File: config.mk
export PLATFORM = sky130hd
export DESIGN_NAME = byte_dma_channel
export DESIGN_NICKNAME = d
export VERILOG_FILES = /design/src/rtl/byte_dma_pkg.sv /design/src/rtl/dma_win_regs.sv /design/src/rtl/dma_seq.sv /design/src/rtl/dma_bport_pat.sv /design/src/rtl/byte_dma_channel.sv
export SDC_FILE = /design/constraint.sdc
export NUM_CORES = 1
export LEC_CHECK = 0
export CAP_MARGIN = 40
export CORE_MARGIN = 10
export CORE_UTILIZATION = 30
export CTS_CLUSTER_SIZE = 8
export DETAILED_ROUTE_END_ITERATION = 10
export GPL_ROUTABILITY_DRIVEN = 0
export GPL_TIMING_DRIVEN = 0
export PLACE_DENSITY_LB_ADDON = 0.3
export SLEW_MARGIN = 10
export SYNTH_ARGS = -nofsm -noshare
export SYNTH_HDL_FRONTEND = slang
export SYNTH_HIERARCHICAL = 1
export SYNTH_SLANG_ARGS = --single-unit
File: constraint.sdc
create_clock -name clk -period 2.6 [get_ports clk]
set_input_delay 0.26 -clock clk [delete_from_list [all_inputs] [get_ports clk]]
set_output_delay 0.26 -clock clk [all_outputs]
set_load 0.03 [all_outputs]
File: src/rtl/byte_dma_pkg.sv
// Package: shared types and constants for the byte-block DMA channel.
// Assumes a byte-wide register window of eight offsets.
package byte_dma_pkg;
    localparam int ADDR_W = 24;
    localparam int LO_W   = 16;
    localparam int CNT_W  = 16;
    localparam int BPORT_W = 8;

    localparam logic [2:0] OFS_MODE  = 3'd0;
    localparam logic [2:0] OFS_PORT  = 3'd1;
    localparam logic [2:0] OFS_A_LO  = 3'd2;
    localparam logic [2:0] OFS_A_MID = 3'd3;
    localparam logic [2:0] OFS_A_BNK = 3'd4;
    localparam logic [2:0] OFS_N_LO  = 3'd5;
    localparam logic [2:0] OFS_N_HI  = 3'd6;

    typedef struct packed {
        logic       to_mem;     // bit 7: 1 = peripheral to memory
        logic       rsv6;
        logic       rsv5;
        logic       step_down;  // bit 4
        logic       hold_addr;  // bit 3
        logic [2:0] pattern;    // bits 2:0
    } mode_byte_t;

    typedef enum logic [1:0] {
        SEQ_IDLE = 2'd0,
        SEQ_LEAD = 2'd1,
        SEQ_MOVE = 2'd2
    } seq_state_t;
endpackage

File: src/rtl/dma_win_regs.sv
// Register window: holds the mode byte, peripheral register number,
// memory address and length. Writes are dropped while busy. Each moved
// byte steps the low address half and counts the length down.
// Assumes step only arrives while busy.
module dma_win_regs
    import byte_dma_pkg::*;
(
    input  logic               clk,
    input  logic               rst_n,
    input  logic               busy,
    input  logic               wr,
    input  logic [2:0]         addr,
    input  logic [7:0]         wdata,
    output logic [7:0]         rdata,
    input  logic               step,
    output logic               to_mem,
    output logic [2:0]         pattern,
    output logic [BPORT_W-1:0] port,
    output logic [ADDR_W-1:0]  mem_addr,
    output logic               last_byte
);
    mode_byte_t              mode_q;
    logic [BPORT_W-1:0]      port_q;
    logic [LO_W-1:0]         lo_q;
    logic [ADDR_W-LO_W-1:0]  bank_q;
    logic [CNT_W-1:0]        cnt_q;

    // CPU writes when idle; address and length updates on each moved byte
    always_ff @(posedge clk) begin
        if (!rst_n) begin
            mode_q <= '0;
            port_q <= '0;
            lo_q   <= '0;
            bank_q <= '0;
            cnt_q  <= '0;
        end else if (wr && !busy) begin
            case (addr)
                OFS_MODE:  mode_q      <= mode_byte_t'(wdata);
                OFS_PORT:  port_q      <= wdata;
                OFS_A_LO:  lo_q[7:0]   <= wdata;
                OFS_A_MID: lo_q[15:8]  <= wdata;
                OFS_A_BNK: bank_q      <= wdata;
                OFS_N_LO:  cnt_q[7:0]  <= wdata;
                OFS_N_HI:  cnt_q[15:8] <= wdata;
                default: ;
            endcase
        end else if (step) begin
            cnt_q <= cnt_q - CNT_W'(1);
            if (!mode_q.hold_addr)
                lo_q <= mode_q.step_down ? lo_q - LO_W'(1) : lo_q + LO_W'(1);
        end
    end

    // Read mux for the window
    always_comb begin
        case (addr)
            OFS_MODE:  rdata = mode_q;
            OFS_PORT:  rdata = port_q;
            OFS_A_LO:  rdata = lo_q[7:0];
            OFS_A_MID: rdata = lo_q[15:8];
            OFS_A_BNK: rdata = bank_q;
            OFS_N_LO:  rdata = cnt_q[7:0];
            OFS_N_HI:  rdata = cnt_q[15:8];
            default:   rdata = 8'h00;
        endcase
    end

    assign to_mem    = mode_q.to_mem;
    assign pattern   = mode_q.pattern;
    assign port      = port_q;
    assign mem_addr  = {bank_q, lo_q};
    assign last_byte = (cnt_q == CNT_W'(1));

    // Length falls by exactly one per moved byte
    assert_cnt_step_R4: assert property (@(posedge clk) disable iff (!rst_n)
        step |=> cnt_q == $past(cnt_q) - CNT_W'(1));
    // Bank byte untouched by stepping
    assert_bank_fixed_R5: assert property (@(posedge clk) disable iff (!rst_n)
        step |=> $stable(bank_q));
    // Window frozen while busy
    assert_port_frozen_R8: assert property (@(posedge clk) disable iff (!rst_n)
        busy |=> $stable(port_q) && $stable(mode_q));
endmodule

File: src/rtl/dma_seq.sv
// Transfer sequencer: lead-in phase, then one byte per BYTE_CYC cycles
// with the move in the slot's last cycle. Counts busy cycles.
// Assumes last_byte reflects the length before the current move.
module dma_seq
    import byte_dma_pkg::*;
#(
    parameter int CH_ID    = 0,
    parameter int LEAD_CYC = 8,
    parameter int BYTE_CYC = 8,
    parameter int CYC_W    = 20
) (
    input  logic             clk,
    input  logic             rst_n,
    input  logic             go_wr,
    input  logic [7:0]       go_wdata,
    input  logic             last_byte,
    output logic             start,
    output logic             busy,
    output logic             move,
    output logic [CYC_W-1:0] xfer_cycles
);
    localparam int MAXC  = (LEAD_CYC > BYTE_CYC) ? LEAD_CYC : BYTE_CYC;
    localparam int SUB_W = $clog2(MAXC + 1);
    localparam logic [7:0] CH_MASK = 8'(1) << CH_ID;

    seq_state_t       state_q;
    logic [SUB_W-1:0] sub_q;

    assign busy  = (state_q != SEQ_IDLE);
    assign start = go_wr && (|(go_wdata & CH_MASK)) && !busy;
    assign move  = (state_q == SEQ_MOVE) && (sub_q == SUB_W'(BYTE_CYC - 1));

    // Phase and slot counter
    always_ff @(posedge clk) begin
        if (!rst_n) begin
            state_q <= SEQ_IDLE;
            sub_q   <= '0;
        end else begin
            case (state_q)
                SEQ_IDLE: if (start) begin
                    state_q <= SEQ_LEAD;
                    sub_q   <= '0;
                end
                SEQ_LEAD: if (sub_q == SUB_W'(LEAD_CYC - 1)) begin
                    state_q <= SEQ_MOVE;
                    sub_q   <= '0;
                end else begin
                    sub_q <= sub_q + SUB_W'(1);
                end
                SEQ_MOVE: if (move) begin
                    sub_q <= '0;
                    if (last_byte) state_q <= SEQ_IDLE;
                end else begin
                    sub_q <= sub_q + SUB_W'(1);
                end
                default: state_q <= SEQ_IDLE;
            endcase
        end
    end

    // Busy-cycle counter, cleared on start
    always_ff @(posedge clk) begin
        if (!rst_n)     xfer_cycles <= '0;
        else if (start) xfer_cycles <= '0;
        else if (busy)  xfer_cycles <= xfer_cycles + CYC_W'(1);
    end

    // Moves only inside a busy period
    assert_move_busy_R9: assert property (@(posedge clk) disable iff (!rst_n)
        move |-> busy);
    // Busy ends only right after a move
    assert_end_after_move_R3: assert property (@(posedge clk) disable iff (!rst_n)
        $fell(busy) |-> $past(move));
    // A start written while busy does not restart the counter
    assert_restart_ignored_R8: assert property (@(posedge clk) disable iff (!rst_n)
        (busy && go_wr && !move) |=> busy && xfer_cycles == $past(xfer_cycles) + CYC_W'(1));
endmodule

File: src/rtl/dma_bport_pat.sv
// Peripheral address pattern: adds a mode-dependent offset to the
// programmed register number, driven by a byte index that restarts
// at each transfer start.
module dma_bport_pat
    import byte_dma_pkg::*;
(
    input  logic               clk,
    input  logic               rst_n,
    input  logic               start,
    input  logic               move,
    input  logic [2:0]         pattern,
    input  logic [BPORT_W-1:0] port,
    output logic [BPORT_W-1:0] b_addr
);
    logic [1:0] idx_q;
    logic [1:0] ofs;

    // Byte index within the four-byte pattern
    always_ff @(posedge clk) begin
        if (!rst_n)     idx_q <= '0;
        else if (start) idx_q <= '0;
        else if (move)  idx_q <= idx_q + 2'd1;
    end

    // Offset selection per pattern
    always_comb begin
        case (pattern)
            3'd1, 3'd5: ofs = {1'b0, idx_q[0]};
            3'd3, 3'd7: ofs = {1'b0, idx_q[1]};
            3'd4:       ofs = idx_q;
            default:    ofs = 2'd0;
        endcase
    end

    assign b_addr = port + BPORT_W'(ofs);

    // Alternating pattern: consecutive moves hit different registers
    assert_alt_port_R6: assert property (@(posedge clk) disable iff (!rst_n)
        (move && pattern == 3'd1 && !start) |=> (b_addr != $past(b_addr)) || start || $changed(port));
endmodule

File: src/rtl/byte_dma_channel.sv
// Top: one DMA channel with register window, start decode, sequencer
// and peripheral pattern. Memory and peripheral data return in the
// same cycle as the read strobe.
module byte_dma_channel
    import byte_dma_pkg::*;
#(
    parameter int CH_ID    = 0,
    parameter int LEAD_CYC = 8,
    parameter int BYTE_CYC = 8,
    parameter int CYC_W    = 20
) (
    input  logic             clk,
    input  logic             rst_n,
    input  logic             reg_wr,
    input  logic [2:0]       reg_addr,
    input  logic [7:0]       reg_wdata,
    output logic [7:0]       reg_rdata,
    input  logic             go_wr,
    input  logic [7:0]       go_wdata,
    output logic             ch_busy,
    output logic [CYC_W-1:0] xfer_cycles,
    output logic [23:0]      a_addr,
    output logic             a_rd,
    input  logic [7:0]       a_rdata,
    output logic             a_wr,
    output logic [7:0]       a_wdata,
    output logic [7:0]       b_addr,
    output logic             b_rd,
    input  logic [7:0]       b_rdata,
    output logic             b_wr,
    output logic [7:0]       b_wdata
);
    logic               busy, move, start, last_byte, to_mem;
    logic [2:0]         pattern;
    logic [BPORT_W-1:0] port;

    dma_win_regs u_regs (
        .clk(clk), .rst_n(rst_n), .busy(busy),
        .wr(reg_wr), .addr(reg_addr), .wdata(reg_wdata), .rdata(reg_rdata),
        .step(move), .to_mem(to_mem), .pattern(pattern), .port(port),
        .mem_addr(a_addr), .last_byte(last_byte)
    );

    dma_seq #(
        .CH_ID(CH_ID), .LEAD_CYC(LEAD_CYC), .BYTE_CYC(BYTE_CYC), .CYC_W(CYC_W)
    ) u_seq (
        .clk(clk), .rst_n(rst_n), .go_wr(go_wr), .go_wdata(go_wdata),
        .last_byte(last_byte), .start(start), .busy(busy), .move(move),
        .xfer_cycles(xfer_cycles)
    );

    dma_bport_pat u_pat (
        .clk(clk), .rst_n(rst_n), .start(start), .move(move),
        .pattern(pattern), .port(port), .b_addr(b_addr)
    );

    assign ch_busy = busy;
    assign a_rd    = move && !to_mem;
    assign b_wr    = move && !to_mem;
    assign b_wdata = a_rdata;
    assign b_rd    = move && to_mem;
    assign a_wr    = move && to_mem;
    assign a_wdata = b_rdata;

    // Only one direction's strobe pair per cycle
    assert_one_dir_R7: assert property (@(posedge clk) disable iff (!rst_n)
        $onehot0({a_rd, b_rd}) && $onehot0({a_wr, b_wr}));
    // Memory read pairs with a peripheral write
    assert_pair_R7: assert property (@(posedge clk) disable iff (!rst_n)
        a_rd |-> b_wr && !a_wr);
    // No strobe when idle
    assert_idle_quiet_R9: assert property (@(posedge clk) disable iff (!rst_n)
        !ch_busy |-> !(a_rd || a_wr || b_rd || b_wr));
endmodule

# Word level (Yosys, flattened, before mapping)
# Cells that the tools add are included.
word_totals:
  reg_bits: 84
  input_bits: 39
  out_inout_bits: 81
op_classes:
  addsub: 7
  n_eq_ne: 24
  mux: 21
  n_bitwise: 1
  reduce_logical: 25
ops:
  columns: ["cell", "count"]
  rows:
  - ["16-bit 2-to-1 mux", 6]
  - ["8-bit one-hot mux with 7 select lines", 1]
  - ["8-bit 2-to-1 mux", 4]
  - ["16-bit by 1-bit subtractor with 16-bit output, second input constant", 2]
  - ["20-bit by 1-bit adder with 20-bit output, second input constant", 1]
  - ["3-bit == test, second input constant", 6]
  - ["16-bit by 1-bit adder with 16-bit output, second input constant", 1]
  - ["16-bit by 1-bit == test with 1-bit output, second input constant", 1]
  - ["2-bit != test, second input constant", 8]
  - ["4-bit 2-to-1 mux", 3]
  - ["2-bit one-hot mux with 3 select lines", 2]
  - ["4-bit one-hot mux with 3 select lines", 1]
  - ["2-bit AND reduction", 6]
  - ["3-bit by 2-bit == test with 1-bit output, second input constant", 3]
  - ["8-bit by 2-bit adder with 8-bit output", 1]
  - ["2-bit 2-to-1 mux", 4]
  - ["3-bit by 1-bit == test with 1-bit output, second input constant", 2]
  - ["1-bit logical AND", 6]
  - ["3-bit AND reduction", 2]
  - ["2-bit OR reduction", 3]
  - ["4-bit by 1-bit adder with 4-bit output, second input constant", 1]
  - ["4-bit by 3-bit == test with 1-bit output, second input constant", 1]
  - ["4-bit AND reduction", 1]
  - ["2-bit nonzero test", 2]
  - ["9 further kinds", 10]

# Depth between registers and ports, before layout
# Gate-level depths: netlist of the first run.
depth:
  depth_word: 5
  ltp_mapped: 11

# Hierarchy
# Netlist of the first run, hierarchy kept.
modules_own_cells:
  columns: ["module", "n_inst", "cells_per_inst", "area_each_um2"]
  rows:
  - ["dma_win_regs", 1, 506, 3888.7]
  - ["dma_seq", 1, 154, 1362.6]
  - ["dma_bport_pat", 1, 28, 237.7]
  - ["byte_dma_channel", 1, 20, 151.4]

# Least setup slack after synthesis of the first run
# Ideal clock, no wire load.
synth_path:
  path_type: "reg2reg"
  startpoint: "register u_regs/mode_q[4] in the netlist's numbering"
  endpoint: "register u_regs.lo_q[10]"
  t_arrival_ps: 2194
  required_ps: 2468
  slack_ps: 274
  path_stages_with_launch: 8
  cell_sequence: "dfxtp_1 > ha_1 > buf_2 > a21o_1 > a311oi_2 > o21ai_1 > a2111oi_0 > nor3b_1"
synth_via:
  elab_chain_len: 4
synth_lines:
  columns: ["element", "line", "rtl"]
  rows:
  - ["start, declared", "dma_win_regs.sv:22", "mode_byte_t mode_q;"]
  - ["start signal, assigned", "dma_win_regs.sv:38", "OFS_MODE: mode_q <= mode_byte_t'(wdata);"]
  - ["16-bit 2-to-1 mux", "dma_win_regs.sv:50", "lo_q <= mode_q.step_down ? lo_q - LO_W'(1) : lo_q + LO_W'(1);"]
  - ["16-bit 2-to-1 mux", "dma_win_regs.sv:49", "if (!mode_q.hold_addr)"]
  - ["16-bit 2-to-1 mux", "dma_win_regs.sv:47", "end else if (step) begin"]
  - ["16-bit 2-to-1 mux", "dma_win_regs.sv:36", "end else if (wr && !busy) begin"]
  - ["end signal, assigned", "dma_win_regs.sv:41", "OFS_A_MID: lo_q[15:8] <= wdata;"]
  - ["end signal, assigned", "dma_win_regs.sv:50", null]
  - ["end, declared", "dma_win_regs.sv:24", "logic [LO_W-1:0] lo_q;"]
# Every way passes these cells. The select of a mux whose other input is x is not followed.
# A chain may end at the register's enable or synchronous reset.

# Worst setup path in the final report of the first run
layout_path:
  startpoint: "input reg_addr[1]"
  endpoint: "output reg_rdata[6]"
layout_via:
  elab_chain_len: 2
  word_cells_on_any_way: 8
  classes_between: "eq/ne (6); mux (1); reduce/logical (1)"
layout_lines:
  columns: ["element", "line", "rtl"]
  rows:
  - ["start, declared", "byte_dma_channel.sv:15", "input logic [2:0] reg_addr,"]
  - ["3-bit == test (tied with other cells)", "dma_win_regs.sv:56", "case (addr)"]
  - ["8-bit one-hot mux with 7 select lines *", "dma_win_regs.sv:56", null]
  - ["end, declared", "byte_dma_channel.sv:17", "output logic [7:0] reg_rdata,"]
# Every way passes the cells marked *; elsewhere a longest branch is shown, timed or not.

==> results of run 1 <==
metrics by stage:
stage               hold WS [ps]  setup TNS (ps)  cells   util  area, um2
detailed placement           453           -4260   1038  0.371       6890
CTS                          463               0   1056  0.390       7250
finish                       468               0   1056  0.390       7250
global route                 487               0   1056  0.390       7250
floorplan                    404               0    708      -       5640
global placement             445           -4410   1038  0.371       6890
per-layer routing:
layer,track usage,part of all wire,vias up
met1,0.204,0.45,2730
met5,0,0,-
li1,-,-,2816
met4,0.0601,0.025,0
met3,0.0409,0.078,37
met2,0.240,0.44,247
state kept, by name, indices dropped and copies added, names as in the netlist:
name               count
u_seq/state_q          2
u_regs/pattern         3
u_regs/bank_q          8
u_regs/lo_q           16
u_regs/mode_q          4
u_seq/sub_q            4
u_seq/xfer_cycles     20
u_regs/cnt_q          16
u_regs/port            8
u_regs/to_mem          1
u_pat/idx_q            2
cells by family (layout without fill, tap and decap cells):
family / Yosys count / in the layout / share of synthesized area
adders and majority gates: 27 / 27 / 0.0626
DFF: 84 / 84 / 0.298
muxes: 21 / 21 / 0.0435
and+or+nand+nor: 292 / 292 / 0.269
buffers and inverters: 69 / 183 / 0.0652
xor gates and xnor gates: 26 / 26 / 0.0404
AOI/OAI and AO/OA: 189 / 189 / 0.221
cells in the final DEF (no fill, tap or decap), types with 9 or more instances in the layout:
| cell type | n |
|---|---|
| o211ai_1 | 10 |
| clkbuf_1 | 13 |
| nand2_1 | 83 |
| or3_1 | 10 |
| inv_1 | 12 |
| o21ai_0 | 31 |
| a21oi_1 | 63 |
| buf_2 | 13 |
| nor3_1 | 12 |
| dfxtp_1 | 83 |
| buf_4 | 25 |
| nor2_1 | 56 |
| nand4_1 | 14 |
| clkdlybuf4s50_1 | 78 |
| xor2_1 | 11 |
| xnor2_1 | 15 |
| clkbuf_16 | 9 |
| and3_1 | 9 |
| nand3_1 | 42 |
| mux2i_1 | 11 |
| ha_1 | 25 |
power groups by stage:
stage | combinational [W] | sequential [W] | clock [W]
2_1_floorplan | 0.000675 | 0.00150 | 0
3_3_place_gp | 0.00107 | 0.00148 | 0
3_5_place_dp | 0.00108 | 0.00148 | 0
4_1_cts | 0.00108 | 0.00145 | 0.00138
5_1_grt | 0.00119 | 0.00146 | 0.00143
6_report | 0.00110 | 0.00145 | 0.00136
cells in the mapped netlist (all sizes together), types with 13 or more instances:
master / n / area share
ha: 25 / 0.055
clkbuf: 18 / 0.012
xnor2: 15 / 0.023
inv: 14 / 0.0093
buf: 37 / 0.044
a21oi: 63 / 0.056
dfxtp: 84 / 0.30
nand3: 43 / 0.040
nor2: 59 / 0.040
or3: 13 / 0.015
o21ai: 32 / 0.028
nand4: 14 / 0.016
nand2: 87 / 0.059
cell type report:
class / count / area [um2] / share of cell area
tap: 234 / 293 / 0.0404
sequential: 84 / 1690 / 0.233
multi-input combinational: 555 / 3630 / 0.501
inverter: 14 / 52.6 / 0.00725
clock buffer: 9 / 225 / 0.0311
buffer: 55 / 339 / 0.0468
timing repair buffer: 98 / 937 / 0.129
clock inverter: 7 / 82.6 / 0.0114
critical path, stage by stage:
cell	delay (ps)
clkdlybuf4s50_1	560
buf_4	230
clkbuf_4	220
mux4_2	320
mux2_2	300
dlygate4sd2_1	360
worst max-delay path by stage:
| stage | depth (start not counted) | to | from | slack [ps] |
|---|---|---|---|---|
| 2_1_floorplan | 7 | u_regs/lo_q[10] | u_regs/mode_q[4] | 270 |
| 3_3_place_gp | 7 | reg_rdata[2] | reg_addr[1] | -550 |
| 3_5_place_dp | 7 | reg_rdata[2] | reg_addr[1] | -500 |
| 4_1_cts | 8 | b_addr[6] | u_regs/pattern[0] | 3 |
| 5_1_grt | 8 | b_addr[4] | u_regs/pattern[0] | 3 |
| 6_report | 6 | reg_rdata[6] | reg_addr[1] | 60 |
repair_timing:
item | in CTS | in global routing
gates resized for setup | 40 | 34
setup endpoints to repair | 28 | 41
pin swaps | 1 | 0
buffers inserted | 2 | 0
==> out/qor.txt, run 1 <==
Worst setup SP type = primary input
Initial core utilization = 0.304
Start point of the worst hold path = u_seq/sub_q[3]
Maxcap violations = 0
#FFs+latches synth = 84
Pint = 0.00252 W
Ant. Diodes = 0
R2R Setup Slk = 140 ps
Area growth syn-to-layout = 28.5%
Total chip power = 0.00390 W
Dpl ws = -504 ps
RSZ-0062 raised after global routing = false
Post-layout min period = 2540 ps
FF-to-FF End = u_regs/lo_q[15]
Peak supply drop = 0.000272 V
R2R Path Start = u_seq/state_q[0]
Comb power frac = 0.281
Clk network pwr share = 0.348
Unique masters post-synth = 77
Arr. time, crit path = 2280 ps
Row cnt = 50
Number of synthesized flops with an enable pin = 0
Die X = 157 um
Antenna-violating nets left = 0
Hold path cells = 1
Critical Path End Type = output port
Critical path fanouts, max = 10
Status = finished clean
Pin count of the biggest net entering global routing = 21
Input/output buffers = 96
Area of the core = 18,600 um2
Max Fclk = 394 MHz
Final HPWL from detailed placement = 15,000 um
Worst relative slew slack = 0.504
Net count, final = 883
First-pass iteration count of the detailed router = 5
Switching Share = 0.354
Fin. max-slew vios = 0
First-pass GRT wire length = 30,400 um
R2R cell count = 10
H-tree levels = 3
Worst skew pair latency = 350 ps
DRC = 0
Critical path type = in2out
Final setup violation count = 0
Power density over cell area = 539 nW/um2
Drt initial violations = 602
Syn_nets = 774
Crit share post-route = 0.976
TritonCTS clock tree = built
Layout fillers = 1,914
Yosys Warn Count = 6
Synthesized area = 5640 um2
FFs w/ async S/R, synth = 0
Total gr overflow = 0
CP required = 2340 ps
GRT Overall Usage = 0.156
IO Pins = 120
P_leak = 2.82 nW
Initial antenna violation count = 0
Chip Height = 157 um
Register area share after synthesis = 0.298
Clock skew = 10.5 ps
Primary FF master, synth = dfxtp_1
Die ar. = 24,700 um2
WHS Endpoint = u_seq/sub_q[3]
Switching power = 0.00138 W
HP Class = reg2reg
Crit path setup slack, layout = 62.3 ps
Slew at the pin closest to its max-slew limit = 744 ps
Wire per inst = 18.7 um
Reg power frac = 0.371
Vias per inst = 5.52
Post-Synthesis Cells = 708
Root buffer cell = clkbuf_16
CTS Buf Count = 9
Hold_buf cts = 0
Clock transition at path regs = 70 ps
CTS sink cnt = 84
Routed WL = 19,700 um
Layout cell share with drive strength beyond 1 = 0.134
Final hold viol count = 0
Clk buf depth = 2
Number of global-route vias before repair = 5,454
Via count = 5,830
Mapped Avg Cell Area = 7.97 um2
Note: power is estimated with default switching activity, not from simulation.
==> inputs of run 2 (changes only) <==
- ABC_AREA: default -> 1
- CORE_UTILIZATION: 30 -> 52
==> run 2 against run 1 <==
Effect of this change:
- synthesized cell count grew 24%
- flip-flop and latch count is the same
- via count grew 5.5%
- global-route usage grew 5.9 points
- fmax shrank 0.96%
- combinational power grew 71%
- non-clock buffer count shrank 23
- largest power group is now combinational cells
- register-to-register slack gained 40 ps
- critical path depth grew 3
- routed wire length shrank 11%
- critical path type unchanged
==> out/qor.txt, run 2 <==
Status = finished clean
IO Pins = 120
Area post-placement = 6790 um2
Met2 Resource Use GR = 0.342
CP cell instances = clkdlybuf4s50_1 > nor2_1 > nand2_1 > inv_1 > nand2_1 > nand2_1 > a211oi_1 > nand3_1 > dlygate4sd2_1
CTS Buf Count = 9
Largest registers = u_seq/xfer_cycles (20), u_regs/cnt_q (16), u_regs/lo_q (16)
Initial core utilization = 0.527
Critical path fanouts, max = 6
Total gr overflow = 0
M1 GR Usage = 0.263
Commonest non-fill, non-tap cell in the layout = nand2_1
First-pass GRT wire length = 28,100 um
H-tree levels = 3
Post-synth top cells = nand2_1 (217), inv_1 (114), nor2_1 (98)
P_leak = 3.17 nW
Final HPWL from detailed placement = 13,600 um
Worst skew pair latency = 370 ps
Chip Height = 124 um
Hold_buf cts = 0
CTS sink cnt = 84
Most common cell in the netlist = nand2_1
Number of synthesized flops with an enable pin = 0
Clock transition at path regs = 90 ps
Comb power frac = 0.423
First-pass iteration count of the detailed router = 5
Number of flip-flops in the largest register = 20
Final setup violation count = 0
Post-layout min period = 2560 ps
Final hold viol count = 0
Arr. time, crit path = 2300 ps
Clk network pwr share = 0.219
CP Buf/Inv Count = 3
Fin. max-slew vios = 0
Unique masters post-synth = 45
Critical path type = in2out
Power density over cell area = 635 nW/um2
Initial antenna violation count = 1
Routed WL = 17,500 um
Die ar. = 15,500 um2
Largest area contributor in the netlist = dfxtp_1
Top cells by area, synth = dfxtp_1 (30%), nand2_1 (14%), inv_1 (7.6%)
Synth top area share = 0.297
Critical Path End Type = output port
GRT Overall Usage = 0.215
Critical Path Most Common Cell = nand2_1
Drt initial violations = 807
FFs w/ async S/R, synth = 0
Switching Share = 0.426
Grt met3 use = 0.0532
Layout cell share with drive strength beyond 1 = 0.0939
Area growth syn-to-layout = 23.4%
Via count = 6,150
Number of global-route vias before repair = 5,607
Maxcap violations = 0
Cell area after layout = 6980 um2
Pin count of the biggest net entering global routing = 19
Busiest grt layer = met2
Net count, final = 1,051
Crit share post-route = 0.985
Largest register by flop count = u_seq/xfer_cycles
Clock skew = 6.27 ps
Max Fclk = 390 MHz
Syn_nets = 945
HP Class = in2reg
Synthesized area = 5660 um2
Most frequent cells in the layout = nand2_1 (217), inv_1 (114), nor2_1 (97), dfxtp_1 (84), clkdlybuf4s50_1 (79)
Peak supply drop = 0.000361 V
CP delay by family, top = buffers and inverters
TritonCTS clock tree = built
Antenna-violating nets left = 0
Switching power = 0.00189 W
Slowest-stage cell, CP = clkdlybuf4s50_1
Primary FF master, synth = dfxtp_1
Slew at the pin closest to its max-slew limit = 776 ps
Pint = 0.00254 W
Area of the core = 10,700 um2
RSZ-0062 raised after global routing = false
Register area share after synthesis = 0.297
Wire per inst = 15.5 um
Input/output buffers = 95
Yosys Warn Count = 6
Post-Synthesis Cells = 879
Reg power frac = 0.358
Post-CTS setup buffers = 0
#FFs+latches synth = 84
Total chip power = 0.00443 W
Die X = 124 um
Mapped Avg Cell Area = 6.44 um2
Row cnt = 38
CP required = 2340 ps
Worst setup SP type = primary input
DRC = 0
Slowest stage delay, CP = 650 ps
Clk buf depth = 2
Root buffer cell = clkbuf_8
Worst relative slew slack = 0.482
Vias per inst = 5.44
[run 2: cell count changes in the layout (fill, tap and decap cells not counted), sizes merged, moves of 9 or more]
cell,previous run,this run
and3,12,0
buf,42,33
clkbuf,32,15
inv,17,125
mux2i,11,0
nand2,87,221
nand3,43,60
nor2,59,106
nor2b,9,0
o21ai,32,56
or3,13,0
xnor2,15,3
[run 2: area by class of cell]
| type | instances | area, um2 |
|---|---|---|
| Timing Repair Buffer | 95 | 933 |
| Tap cell | 140 | 175 |
| Inverter | 126 | 477 |
| Fill cell | 1022 | 3760 |
| Buffer | 35 | 235 |
| Antenna cell | 1 | 2.50 |
| Clock inverter | 6 | 63.8 |
| Sequential cell | 84 | 1680 |
| Multi-Input combinational cell | 634 | 3280 |
| Clock buffer | 10 | 138 |
[run 2: worst paths after layout]
path | from | cells after the start | to | slack (ps)
worst max-delay path | reg_addr[1] | 9 | reg_rdata[4] | 40
worst min-delay path | reg_addr[2] | 5 | u_regs/bank_q[7] | 400
worst max register to register | u_seq/state_q[0] | 10 | u_regs/cnt_q[5] | 180
worst min register to register | u_seq/xfer_cycles[6] | 2 | u_seq/xfer_cycles[6] | 470
[run 2: worst reg2reg max path, delay by kind of cell (launching register included)]
family,cells,cell delay (ps)
compound gates,2,280
buf+inv,5,680
flops,1,350
fa+ha+maj,1,390
simple gates,2,680
[run 2: kinds of logic after synthesis]
family / Yosys count / synth area share
simple gates: 429 / 0.328
buf+inv: 161 / 0.126
compound gates: 169 / 0.172
xor+xnor: 9 / 0.0139
flops: 84 / 0.297
fa+ha+maj: 27 / 0.0623
[run 2: stage by stage]
step | setup WS, ps | hold WS, ps | instances | TNS [ps] | utilization
global route | 1.17 | 460 | 1130 | 0 | 0.650
finish | 37.8 | 396 | 1131 | 0 | 0.650
CTS | 0.421 | 375 | 1130 | 0 | 0.650
floorplan | 601 | 396 | 879 | 0 | -
global placement | -146 | 447 | 1114 | -335 | 0.631
detailed placement | -147 | 449 | 1114 | -421 | 0.631
[run 2: repair_timing]
item / CTS / global route
endpoints found under the setup margin: 16 / 10
hold endpoints to repair: 0 / 0
gates resized for setup: 19 / 11
cloned: 0 / 0
[run 2: power by group through the flow]
| stage | Clock, W | Combinational, W | Sequential [W] |
|---|---|---|---|
| after global routing | 0.00103 | 0.00206 | 0.00160 |
| after CTS | 0.000985 | 0.00185 | 0.00158 |
| after global placement | 0 | 0.00183 | 0.00161 |
| after floorplan | 0 | 0.00113 | 0.00171 |
| final | 0.000969 | 0.00188 | 0.00159 |
| after detailed placement | 0 | 0.00185 | 0.00161 |
[run 2: metal layers]
layer / share of wire / up-vias
met5: 0 / -
li1: - / 3073
met2: 0.46 / 292
met4: 0.032 / 0
met1: 0.42 / 2739
met3: 0.088 / 46
==> inputs of run 3 (changes only) <==
- CORE_ASPECT_RATIO: default -> 1.75
==> run 3 against run 2 <==
Effect of this change:
- flip-flop and latch count unchanged
- via count increased by 3.1%
- clock skew decreased by 0.94 ps
- clock power increased by 44%
- register-to-register slack got worse by 40 ps
- first-iteration DRC count decreased by 30%
- critical path depth decreased by 2
- count of clock-buffer cells in the layout unchanged
- global-route usage increased by 2.1 points
- routed wire length increased by 7.8%
- largest cell class unchanged
- highest routed layer unchanged
==> out/qor.txt, run 3 (synthesis gave the netlist of run 2 again) <==
TritonCTS clock tree = built
Number of global-route vias before repair = 6,277
Clock transition at path regs = 60 ps
Initial antenna violation count = 0
RSZ-0062 raised after global routing = true
Critical path type = in2out
Footprint of the multi-input gates = 3300 um2
Critical path fanouts, max = 8
Post-layout min period = 2500 ps
Max Fclk = 400 MHz
Maxcap violations = 0
Hold_buf cts = 0
Hold path cells = 5
Die ar. = 15,600 um2
Commonest non-fill, non-tap cell in the layout = nand2_1
Final hold viol count = 0
Critical Path End Type = output port
HP Class = in2reg
Crit share post-route = 0.961
CTS Buf Count = 9
Largest registers = u_seq/xfer_cycles (20), u_regs/cnt_q (16), u_regs/lo_q (16)
Final Util = 0.666
Total gr overflow = 0
Metal2 WL = 9760 um
Initial core utilization = 0.529
Net count, final = 1,051
Slew at the pin closest to its max-slew limit = 814 ps
Ant. Diodes = 0
Fin. max-slew vios = 0
P_leak = 3.25 nW
Area post-placement = 6770 um2
Row cnt = 50
DRC = 0
Cell area after layout = 7120 um2
First-pass iteration count of the detailed router = 5
Arr. time, crit path = 2240 ps
First-pass GRT wire length = 29,900 um
Routed length on met3 = 1310 um
Final HPWL from detailed placement = 14,800 um
R2R Setup Slk = 140 ps
Status = finished clean
R2R Path Start = u_seq/state_q[0]
CP required = 2340 ps
Layout fillers = 969
Largest register by flop count = u_seq/xfer_cycles
Clk buf depth = 2
Max layer used = met4
Smallest hold slack = 439 ps
Worst setup SP type = primary input
Final setup violation count = 0
Root buffer cell = clkbuf_16
Routed metal-1 wire length = 6460 um
Vias per inst = 5.66
Input/output buffers = 95
Drt initial violations = 567
Antenna-violating nets left = 0
Start point of the worst hold path = reg_addr[2]
Routed WL = 18,800 um
H-tree levels = 3
Wire per inst = 16.8 um
Area growth syn-to-layout = 25.9%
Most frequent cells in the layout = nand2_1 (217), inv_1 (114), nor2_1 (95), dfxtp_1 (84), clkdlybuf4s50_1 (81)
Power density over cell area = 687 nW/um2
Register area = 1680 um2
IO Pins = 120
R2R cell count = 9
Chip Height = 158 um
GRT Overall Usage = 0.236
CTS sink cnt = 84
Layout cell share with drive strength beyond 1 = 0.0990
Worst setup path start = reg_addr[0]
Pin count of the biggest net entering global routing = 19
Peak supply drop = 0.000465 V
Number of flip-flops in the largest register = 20
Worst relative slew slack = 0.457
Die X = 98.9 um
Area of the core = 10,700 um2
Via count = 6,338
Worst skew pair latency = 350 ps
Clock skew = 5.33 ps
-- run 3: metal layers --
metal | track usage | up-vias
li1 | - | 3076
met4 | 0.195 | 0
met2 | 0.428 | 296
met3 | 0.0537 | 88
met5 | 0 | -
met1 | 0.217 | 2878
-- run 3: worst paths after layout --
| path | end |
|---|---|
| hold / removal | u_regs/bank_q[7] |
| setup reg to reg | u_regs/cnt_q[14] |
| hold reg to reg | u_seq/xfer_cycles[6] |
| setup / recovery | reg_rdata[1] |
-- run 3: worst max-delay path, cell delays in order --
cell             delay (ps)
dlygate4sd2_1           380
inv_2                   100
nand3_1                 230
o22ai_1                 150
a221oi_1                390
nand2_1                 100
clkdlybuf4s50_1         620
-- run 3: cell type report --
cell class,instances,share of cell area
plain buffers,35,0.0332
multi-input cells,634,0.463
clock inverters,6,0.0123
clock buffers,10,0.0335
inverters,126,0.0669
well taps,130,0.0228
repair buffers,95,0.132
flip-flops and latches,84,0.236
-- run 3: per-stage QoR --
step	setup TNS (ps)	instances	total power [W]	setup slack, ps
final	0	1120	0.00490	101
after global routing	-6.42	1120	0.00516	-6.42
after CTS	0	1120	0.00486	49.0
after detailed placement	-1250	1104	0.00347	-285
after global placement	-1240	1104	0.00345	-268
after floorplan	0	879	0.00284	601
-- run 3: where the power goes --
part,internal [W],leakage [nW],total [W],switching (W)
registers,0.00141,0.682,0.00158,0.000164
logic,0.000670,2.42,0.00191,0.00124
clock network,0.000865,0.151,0.00140,0.000539
total,0.00295,3.25,0.00490,0.00195
-- run 3: repair_timing --
item | CTS | global route
gates resized for setup | 16 | 17
buffers inserted | 0 | 0
endpoints found under the hold margin | 0 | 0
endpoints found under the setup margin | 17 | 15
